File: src/rtl/tmr_chan_pkg.sv
package tmr_chan_pkg;
  localparam int ADDR_W = 3;
  localparam int NFLAG  = 4;
  localparam int FL_RELOAD = 0;
  localparam int FL_CAPT   = 1;
  localparam int FL_CMP0   = 2;
  localparam int FL_CMP1   = 3;

  typedef enum logic [ADDR_W-1:0] {
    A_CTRL = 3'd0,
    A_RLD  = 3'd1,
    A_CMP0 = 3'd2,
    A_CMP1 = 3'd3,
    A_PRE  = 3'd4
  } addr_e;

  typedef enum logic [1:0] {
    DS_CMP0   = 2'd0,
    DS_CMP1   = 2'd1,
    DS_TOGGLE = 2'd2,
    DS_RELOAD = 2'd3
  } dma_src_e;

  // Packed from MSB (bit 12) down to LSB (bit 0)
  typedef struct packed {
    logic     frz_en;
    dma_src_e dma_src;
    logic     dma_en;
    logic     follow;
    logic     fall_en;
    logic     rise_en;
    logic     load;
    logic     clr;
    logic     one_shot;
    logic     pol;
    logic     out_en;
    logic     run;
  } ctrl_t;

  localparam int CTRL_W = $bits(ctrl_t);
endpackage

File: src/rtl/tmr_chan_regs.sv
module tmr_chan_regs
  import tmr_chan_pkg::*;
#(
  parameter int CW = 16,
  parameter int DW = 16
) (
  input  logic              clk,
  input  logic              rst_n,
  input  logic              we,
  input  logic [ADDR_W-1:0] addr,
  input  logic [DW-1:0]     wdata,
  output ctrl_t             ctrl_o,
  output logic [CW-1:0]     rld_o,
  output logic [CW-1:0]     cmp0_o,
  output logic [CW-1:0]     cmp1_o,
  output logic [CW-1:0]     pre_o
);
  ctrl_t         ctrl_q, ctrl_d;
  logic [CW-1:0] rld_q, rld_d, cmp0_q, cmp0_d, cmp1_q, cmp1_d, pre_q, pre_d;
  logic          wr_ctrl;

  assign wr_ctrl = we && (addr == A_CTRL);

  always_comb begin
    ctrl_d      = ctrl_q;
    ctrl_d.load = 1'b0;
    rld_d       = rld_q;
    cmp0_d      = cmp0_q;
    cmp1_d      = cmp1_q;
    pre_d       = pre_q;
    if (we) begin
      unique case (addr)
        A_CTRL:  ctrl_d = ctrl_t'(wdata[CTRL_W-1:0]);
        A_RLD:   rld_d  = wdata[CW-1:0];
        A_CMP0:  cmp0_d = wdata[CW-1:0];
        A_CMP1:  cmp1_d = wdata[CW-1:0];
        A_PRE:   pre_d  = wdata[CW-1:0];
        default: ;
      endcase
    end
  end

  always_ff @(posedge clk or negedge rst_n) begin
    if (!rst_n) begin
      ctrl_q <= '0;
      rld_q  <= '1;
      cmp0_q <= '1;
      cmp1_q <= '1;
      pre_q  <= '0;
    end else begin
      ctrl_q <= ctrl_d;
      rld_q  <= rld_d;
      cmp0_q <= cmp0_d;
      cmp1_q <= cmp1_d;
      pre_q  <= pre_d;
    end
  end

  assign ctrl_o = ctrl_q;
  assign rld_o  = rld_q;
  assign cmp0_o = cmp0_q;
  assign cmp1_o = cmp1_q;
  assign pre_o  = pre_q;

  // load is a one-cycle strobe
  p_load_strobe_r6: assert property (@(posedge clk) disable iff (!rst_n)
    (ctrl_q.load && !wr_ctrl) |=> !ctrl_q.load);
endmodule

File: src/rtl/tmr_chan_sync.sv
module tmr_chan_sync
  import tmr_chan_pkg::*;
(
  input  logic clk,
  input  logic rst_n,
  input  logic sync_in,
  input  logic rise_en,
  input  logic fall_en,
  input  logic sw_sync,
  input  logic follow,
  input  logic prev_sync,
  output logic restart_o,
  output logic toggle_o
);
  logic sync_q;
  logic rise, fall;

  always_ff @(posedge clk or negedge rst_n) begin
    if (!rst_n) sync_q <= 1'b0;
    else        sync_q <= sync_in;
  end

  assign rise      = sync_in && !sync_q;
  assign fall      = !sync_in && sync_q;
  assign toggle_o  = sync_in ^ sync_q;
  assign restart_o = (rise && rise_en) || (fall && fall_en) || sw_sync || (follow && prev_sync);

  // a disabled edge source alone never restarts
  p_edge_gate_r7: assert property (@(posedge clk) disable iff (!rst_n)
    (restart_o && !sw_sync && !(follow && prev_sync)) |-> (rise_en || fall_en));
endmodule

File: src/rtl/tmr_chan_core.sv
module tmr_chan_core
  import tmr_chan_pkg::*;
#(
  parameter int CW = 16
) (
  input  logic             clk,
  input  logic             rst_n,
  input  ctrl_t            ctrl,
  input  logic [CW-1:0]    rld,
  input  logic [CW-1:0]    cmp0,
  input  logic [CW-1:0]    cmp1,
  input  logic [CW-1:0]    pre,
  input  logic             restart,
  input  logic             toggle,
  input  logic             dbg_halt,
  output logic [CW-1:0]    cnt_o,
  output logic             lvl_o,
  output logic [NFLAG-1:0] flags_o,
  output logic             dma_req_o,
  output logic             sync_out_o
);
  logic [CW-1:0]    cnt_q, cnt_d;
  logic             done_q, done_d;
  logic             lvl_q, lvl_d;
  logic [NFLAG-1:0] flag_q, flag_d;
  logic             dma_q, dma_d;
  logic             sout_q;
  logic             frozen, adv, hit_rld, hit0, hit1;

  assign frozen  = ctrl.frz_en && dbg_halt;
  assign adv     = ctrl.run && !frozen && !done_q && !ctrl.clr;
  assign hit_rld = adv && (cnt_q == rld);
  assign hit0    = adv && (cnt_q == cmp0);
  assign hit1    = adv && (cnt_q == cmp1);

  // counter and one-shot state, priority clear > restart > load > count
  always_comb begin
    cnt_d  = cnt_q;
    done_d = done_q;
    if (ctrl.clr || restart) begin
      cnt_d  = '0;
      done_d = 1'b0;
    end else if (ctrl.load) begin
      cnt_d  = pre;
      done_d = 1'b0;
    end else if (adv) begin
      if (hit_rld) begin
        if (ctrl.one_shot) done_d = 1'b1;
        else               cnt_d  = '0;
      end else begin
        cnt_d = cnt_q + CW'(1);
      end
    end
  end

  // waveform level
  always_comb begin
    lvl_d = lvl_q;
    if (ctrl.clr || restart || !ctrl.run || hit_rld) lvl_d = ctrl.pol;
    else if (hit0 ^ hit1)                            lvl_d = !lvl_q;
  end

  // event pulses
  always_comb begin
    flag_d           = '0;
    flag_d[FL_RELOAD] = hit_rld;
    flag_d[FL_CMP0]   = hit0;
    flag_d[FL_CMP1]   = hit1;
    unique case (ctrl.dma_src)
      DS_CMP0:   dma_d = hit0;
      DS_CMP1:   dma_d = hit1;
      DS_TOGGLE: dma_d = toggle;
      default:   dma_d = hit_rld;
    endcase
    dma_d = dma_d && ctrl.dma_en;
  end

  always_ff @(posedge clk or negedge rst_n) begin
    if (!rst_n) begin
      cnt_q  <= '0;
      done_q <= 1'b0;
      lvl_q  <= 1'b0;
      flag_q <= '0;
      dma_q  <= 1'b0;
      sout_q <= 1'b0;
    end else begin
      cnt_q  <= cnt_d;
      done_q <= done_d;
      lvl_q  <= lvl_d;
      flag_q <= flag_d;
      dma_q  <= dma_d;
      sout_q <= restart;
    end
  end

  assign cnt_o      = cnt_q;
  assign lvl_o      = lvl_q;
  assign flags_o    = flag_q;
  assign dma_req_o  = dma_q;
  assign sync_out_o = sout_q;

  p_hold_stopped_r2: assert property (@(posedge clk) disable iff (!rst_n)
    (!ctrl.run && !ctrl.clr && !restart && !ctrl.load) |=> $stable(cnt_q));
  p_oneshot_stay_r5: assert property (@(posedge clk) disable iff (!rst_n)
    (done_q && !ctrl.clr && !restart && !ctrl.load) |=> $stable(cnt_q));
  p_clear_zero_r6: assert property (@(posedge clk) disable iff (!rst_n)
    ctrl.clr |=> (cnt_q == '0));
  p_restart_zero_r7: assert property (@(posedge clk) disable iff (!rst_n)
    (restart && !ctrl.clr) |=> (cnt_q == '0) && sync_out_o);
  p_race_r8: assert property (@(posedge clk) disable iff (!rst_n)
    (hit_rld && restart) |=> flag_q[FL_RELOAD] && !done_q && (cnt_q == '0));
  p_dma_gate_r9: assert property (@(posedge clk) disable iff (!rst_n)
    dma_q |-> $past(ctrl.dma_en));
  p_freeze_r10: assert property (@(posedge clk) disable iff (!rst_n)
    (frozen && !ctrl.clr && !restart && !ctrl.load) |=> $stable(cnt_q));
  p_capt_zero_r3: assert property (@(posedge clk) disable iff (!rst_n)
    !flag_q[FL_CAPT]);
endmodule

File: src/rtl/tmr_chan.sv
module tmr_chan
  import tmr_chan_pkg::*;
#(
  parameter int CW = 16,
  parameter int DW = 16
) (
  input  logic             clk,
  input  logic             rst_n,
  input  logic             cfg_we,
  input  logic [2:0]       cfg_addr,
  input  logic [DW-1:0]    cfg_wdata,
  input  logic             sync_in,
  input  logic             sw_sync,
  input  logic             prev_sync,
  input  logic             dbg_halt,
  output logic [CW-1:0]    cnt_o,
  output logic             cmp_out_o,
  output logic [3:0]       flags_o,
  output logic             dma_req_o,
  output logic             sync_out_o
);
  logic [1:0]    rst_pipe;
  logic          rst_ni;
  ctrl_t         ctrl;
  logic [CW-1:0] rld, cmp0, cmp1, pre;
  logic          restart, toggle, lvl;

  // reset asserted asynchronously, released on a clock edge
  always_ff @(posedge clk or negedge rst_n) begin
    if (!rst_n) rst_pipe <= 2'b00;
    else        rst_pipe <= {rst_pipe[0], 1'b1};
  end
  assign rst_ni = rst_pipe[1];

  tmr_chan_regs #(.CW(CW), .DW(DW)) u_regs (
    .clk(clk), .rst_n(rst_ni), .we(cfg_we), .addr(cfg_addr), .wdata(cfg_wdata),
    .ctrl_o(ctrl), .rld_o(rld), .cmp0_o(cmp0), .cmp1_o(cmp1), .pre_o(pre)
  );

  tmr_chan_sync u_sync (
    .clk(clk), .rst_n(rst_ni), .sync_in(sync_in),
    .rise_en(ctrl.rise_en), .fall_en(ctrl.fall_en), .sw_sync(sw_sync),
    .follow(ctrl.follow), .prev_sync(prev_sync),
    .restart_o(restart), .toggle_o(toggle)
  );

  tmr_chan_core #(.CW(CW)) u_core (
    .clk(clk), .rst_n(rst_ni), .ctrl(ctrl), .rld(rld), .cmp0(cmp0), .cmp1(cmp1),
    .pre(pre), .restart(restart), .toggle(toggle), .dbg_halt(dbg_halt),
    .cnt_o(cnt_o), .lvl_o(lvl), .flags_o(flags_o), .dma_req_o(dma_req_o),
    .sync_out_o(sync_out_o)
  );

  assign cmp_out_o = lvl && ctrl.out_en;

  // output is silent while disabled
  p_out_gate_r4: assert property (@(posedge clk) disable iff (!rst_ni)
    cmp_out_o |-> ctrl.out_en);
endmodule

File: config.mk
export PLATFORM = sky130hd
export DESIGN_NAME = tmr_chan
export DESIGN_NICKNAME = d
export VERILOG_FILES = /design/src/rtl/tmr_chan_pkg.sv /design/src/rtl/tmr_chan_regs.sv /design/src/rtl/tmr_chan_sync.sv /design/src/rtl/tmr_chan_core.sv /design/src/rtl/tmr_chan.sv
export SDC_FILE = /design/constraint.sdc
export NUM_CORES = 1
export LEC_CHECK = 0
export BUFFER_PORTS_ARGS = -buffer_cell sky130_fd_sc_hd__buf_2
export CAP_MARGIN = 25
export CORE_ASPECT_RATIO = 0.7
export CORE_MARGIN = 3
export CORE_UTILIZATION = 53
export DETAILED_ROUTE_END_ITERATION = 6
export PLACE_DENSITY = 0.73
export RECOVER_POWER = 100
export SLEW_MARGIN = 20
export SYNTH_ARGS = -nofsm -noshare
export SYNTH_HDL_FRONTEND = slang
export SYNTH_SLANG_ARGS = --single-unit
File: constraint.sdc
create_clock -name clk -period 3.75 [get_ports clk]
set_input_delay 0.75 -clock clk [delete_from_list [all_inputs] [get_ports clk]]
set_output_delay 0.75 -clock clk [all_outputs]
set_load 0.01 [all_outputs]
# Word-level counts from Yosys, hierarchy flattened
# Index checks and enable logic that the tools add are counted.
[totals]
word_cells = 92
input_bits = 26
out_inout_bits = 23
ff_bits = 103
[classes]
eq_ne = 10
add_sub_neg = 1
n_mux = 15
n_bitwise = 2
reduce_logical = 40
[op_table]
columns = ["cell", "count"]
rows = [
  ["$mux W16", 5],
  ["$eq A16 B16 Y1", 3],
  ["$add A16 B1 Y16 const B", 1],
  ["$logic_and A1 B1 Y1", 14],
  ["$mux W6", 2],
  ["$reduce_and A2 Y1", 6],
  ["$reduce_bool A3 Y1", 3],
  ["$logic_not A1 Y1", 7],
  ["$mux W1", 7],
  ["$eq A3 B2 Y1 const B", 2],
  ["$logic_or A1 B1 Y1", 6],
  ["$ne A4 B4 Y1 const B", 1],
  ["$eq A3 B1 Y1 const B", 1],
  ["$eq A3 B3 Y1 const B", 1],
  ["$logic_not A3 Y1", 1],
  ["$pmux W1 S3", 1],
  ["$reduce_and A3 Y1", 1],
  ["$eq A2 B1 Y1 const B", 1],
  ["$eq A2 B2 Y1 const B", 1],
  ["$logic_not A2 Y1", 1],
  ["$reduce_bool A2 Y1", 1],
  ["$xor A1 B1 Y1", 2],
]

# Longest topological paths before layout
[logic_depth]
word_depth = 10
ltp_mapped = 9
ltp_nobuf = 8

# Hierarchy
# A second synthesis with hierarchy kept.
[hier_totals]
hier_cells = 410
area_unflattened_um2 = 5074.9
[modules_own_cells]
columns = ["module", "cells_per_inst", "seq_area_each_um2", "area_per_inst_um2", "n_inst"]
rows = [
  ["tmr_chan_regs", 167, 1986.9, 2977.9, 1],
  ["tmr_chan_core", 230, 575.6, 1959.4, 1],
  ["tmr_chan_sync", 9, 25.0, 77.6, 1],
  ["tmr_chan", 4, 50.0, 60.1, 1],
]

# Worst setup path after synthesis
# Ideal clock, no wire load.
[synth_path]
path_type = "in2reg"
from = "in dbg_halt"
to = "reg u_core.cnt_q[15], in the netlist u_core.cnt_o[15]"
slack_ns = 1.252
path_stages = 8
t_required_ns = 3.620
t_arrival_ns = 2.367
cell_sequence = "nand2_1 > nand3_1 > or4_1 > or4_1 > or2_0 > clkbuf_1 > a21oi_1 > o22ai_1"
[synth_between]
elab_chain_cells = 10
[synth_rtl]
columns = ["element", "line", "source"]
rows = [
  ["start, declared", "tmr_chan.sv:15", "input logic dbg_halt,"],
  ["$logic_and A1 B1 Y1 *", "tmr_chan_core.sv:30", "assign frozen = ctrl.frz_en && dbg_halt;"],
  ["$logic_not A1 Y1 *", "tmr_chan_core.sv:31", "assign adv = ctrl.run && !frozen && !done_q && !ctrl.clr;"],
  ["$logic_and A1 B1 Y1 * (3 in a row)", "tmr_chan_core.sv:31", ""],
  ["$logic_and A1 B1 Y1", "tmr_chan_core.sv:32", "assign hit_rld = adv && (cnt_q == rld);"],
  ["$mux W16", "tmr_chan_core.sv:47", "if (hit_rld) begin"],
  ["$mux W16", "tmr_chan_core.sv:46", "end else if (adv) begin"],
  ["$mux W16", "tmr_chan_core.sv:43", "end else if (ctrl.load) begin"],
  ["$mux W16", "tmr_chan_core.sv:40", "if (ctrl.clr || restart) begin"],
  ["end signal, assigned", "tmr_chan_core.sv:87", "cnt_q <= cnt_d;"],
  ["end, declared", "tmr_chan_core.sv:22", "logic [CW-1:0] cnt_q, cnt_d;"],
]
# Mark *: on every way between the ends. The rest lies on a longest branch, timed or not. The select of a mux whose other input is x is not followed.
# A chain may end at the register's enable or synchronous reset.

# Worst setup path in the final report
[layout_path]
from = "reg u_core.cnt_q[11], in the netlist u_core.cnt_o[11]"
to = "reg u_core.cnt_q[13], in the netlist u_core.cnt_o[13]"
[layout_between]
elab_chain_cells = 6
[layout_rtl]
columns = ["element"]
rows = [
  ["branches (longest 6 deep; another with $add A16 B1 Y16)"],
]
# Parallel ways; which one is timed is not known. The select of a mux whose other input is x is not followed.

==> impl_results.md <==
- Status: completed
- FF-to-FF Start: u_core.cnt_o[11]$_DFFE_PN0P_
- Fin worst setup slack: 511 ps
- GRT Total Usage: 25.0%
- Met3 wire len: 919 µm
- Critical path data required time: 3970 ps
- Yosys synthesis warning count: 0
- Final Critical Period: 3240 ps
- DRT met1 WL: 5900 µm
- Post-CTS setup buffer count: 0
- CTS Hold Bufs: 0
- Initial antenna violation count: 0
- Reg2reg end: u_core.cnt_o[13]$_DFFE_PN0P_
- Max Used Layer: met4
- CTS Root Cell: clkbuf_16
- Tightest Pin Transition: 1310 ps
- Seq pwr share: 52.0%
- Max IR drop VDD: 364 µV
- Row cnt: 29
- Routed via count: 3520
- Routability cong.: 0.878
- Max cap viols: 0
- Fmax: 309 MHz
- Most area-hungry cell type in the Yosys netlist: dfrtp_1
- Iter 0 DRT Violations: 388
- # setup viols final: 0
- RSZ-0062 raised after global routing: no
- Critical path endpoint category: flop
- First drt pass iteration count: 4
- Worst Path Max Fanout: 7
- Synth-to-layout area growth: 12.0%
- Critical path class: flop to flop
- Slew HR: 12.8%
- P_int: 2.21 mW
- Core area: 9180 µm²
- Syn avg cell area: 12.1 µm²
- Synthesized area: 5080 µm²
- Post-route cell area: 5680 µm²
- Post-CTS Resized: 0
- Cell with the most instances after synthesis: mux2_2
- I/O Pins: 49
- Remaining DRCs: 0
- Placed inst area: 5440 µm²
- Die Ht: 87.9 µm
- Sequential fraction of the synthesis area: 52.0%
- Crit share post-route: 86.4%
- Share of cells above drive strength 1: 38.2%
- H-tree Lvls: 3
- Post-Route Setup TNS: 0 ps
- Synth Flop Type: dfrtp_1
- Via density: 6.00
- Hold WS: 173 ps
- Die Wd: 123 µm
- R2R setup slack: 510 ps
- Total gr overflow: 0
- CTS Sinks: 103
- Pre-CTS setup slack: 761 ps
- Reg2reg path depth: 9
- Worst EP arrival: 3460 ps
- Syn Nets: 450
- HP Class: primary input to asynchronous set/reset pin
- EDFF count, synth: 0
- Sw frac: 25.9%
- Psw: 772 µW
- Final antenna-violating net count: 0
- Power per cell area: 524 nW/µm²
- CP startpoint kind: flop
- Non-Filler Instances: 587
- Cells after Synth: 421
- Commonest cells in the netlist: mux2_2 (78), dfrtp_1 (55), dfstp_2 (48)
- Clock share of power: 32.3%
- Final total power: 2.98 mW
- Setup Skew: 5.00 ps
- Final hold violations: 0
- Insertion delay to the later sink of the worst-skew pair: 350 ps
- CTS buffer count: 9
- Hpwl dp: 8870 µm
- Largest net degree at the start of global routing: 77
- Static Leak: 2.37 nW
- Vias in the first global route: 3525
- Initial core utilization: 55.3%
- Port buffer count: 47
- Number of synthesized register bits: 103
- Die Area: 10800 µm²
- CTS tree: done
- Antenna diodes: 0
- Longest Clk Path Bufs: 2
- First-pass GRT wire length: 19700 µm
- Final Util: 61.9%
- Clock-pin transition on the worst setup and hold timing paths: 70 ps
- Fin nets: 487
- Max-slew violation count: 0
- Final WL: 12500 µm
- Combinational Power Share: 15.7%
- WL met2: 5450 µm
- Most area-consuming cells after synthesis: dfrtp_1 (27%), dfstp_2 (25%), mux2_2 (17%)
- Synth cell types: 46
- Placed Instances: 571
- Synth top area share: 27.1%
- Async S/R FF share, synth: 100%
- Routed len/inst: 21.3 µm
[layout by cell type (no fill, tap or decap), drive strengths merged, types with 6 or more instances in the layout]
cell,instances
inv,6
o21ai,6
o22ai,9
buf,28
clkbuf,44
nand2,25
a21oi,13
mux2,78
dfrtp,55
nand3,12
and3,6
dfstp,48
nor2,9
o31a,6
xor2,40
xnor2,11
nor4,15
[critical path: stages, from the launching register on]
cell	delay [ps]
dfrtp_1	320
clkbuf_1	380
xor2_1	200
or4_1	540
or3_1	330
nor2_1	580
buf_4	280
nor2_1	80
a221oi_1	330
nor2_1	80
[sequential cells by signal (all words and copies together) (netlist names)]
name and count:
u_regs.ctrl_o 13, u_sync.sync_q 1, u_regs.cmp0_o 16, u_core.dma_req_o 1
u_regs.rld_o 16, u_core.flags_o 3, rst_pipe 2, u_regs.pre_o 16
u_core.cnt_o 16, u_core.sync_out_o 1, u_core.lvl_o 1, u_regs.cmp1_o 16
u_core.done_q 1
[worst max-delay path by stage]
stage | from | endpoint | slack (ps) | depth (start not counted)
floorplan | rst_pipe[1]$_DFF_PN0_ | u_core.cnt_o[0]$_DFFE_PN0P_ | 750 | 0
global placement | dbg_halt | u_core.cnt_o[3]$_DFFE_PN0P_ | 860 | 8
detailed placement | dbg_halt | u_core.cnt_o[7]$_DFFE_PN0P_ | 760 | 8
CTS | u_core.cnt_o[3]$_DFFE_PN0P_ | u_core.cnt_o[13]$_DFFE_PN0P_ | 960 | 8
global route | u_core.cnt_o[11]$_DFFE_PN0P_ | u_core.cnt_o[13]$_DFFE_PN0P_ | 410 | 9
finish | u_core.cnt_o[11]$_DFFE_PN0P_ | u_core.cnt_o[13]$_DFFE_PN0P_ | 510 | 9
[power groups by stage]
stage / Combinational [mW] / Clock (mW) / Sequential, mW
2_1_floorplan: 0.356 / 0 / 1.51
3_3_place_gp: 0.458 / 0 / 1.56
3_5_place_dp: 0.472 / 0 / 1.57
4_1_cts: 0.474 / 0.982 / 1.55
5_1_grt: 0.515 / 1.03 / 1.57
6_report: 0.467 / 0.964 / 1.55
[routing by layer]
| metal | vias to the layer above | track usage [%] |
|---|---|---|
| met2 | 132 | 35.7 |
| met4 | 0 | 7.24 |
| met3 | 16 | 6.52 |
| met5 | - | 0 |
| met1 | 1792 | 37.6 |
| li1 | 1580 | - |
[area by class of cell]
cell class                 instances  area, µm²
clock buffer                      14        274
clock inverter                     2       37.5
fill                             773       3500
inverter                           6       22.5
multi-input combinational        280       2290
sequential                       103       2640
tap                              124        155
timing repair buffer              58        263
[logic make-up after synthesis]
family / count (synthesis) / share of synthesized area, %
mux: 79 / 17.7
flops: 103 / 52.0
buf+inv: 38 / 3.43
compound gates: 50 / 6.93
simple gates: 95 / 10.3
xor+xnor: 51 / 8.80
other cells: 2 / 0.148
fa+ha+maj: 3 / 0.740
No activity file was read; power rests on OpenSTA's default activity.
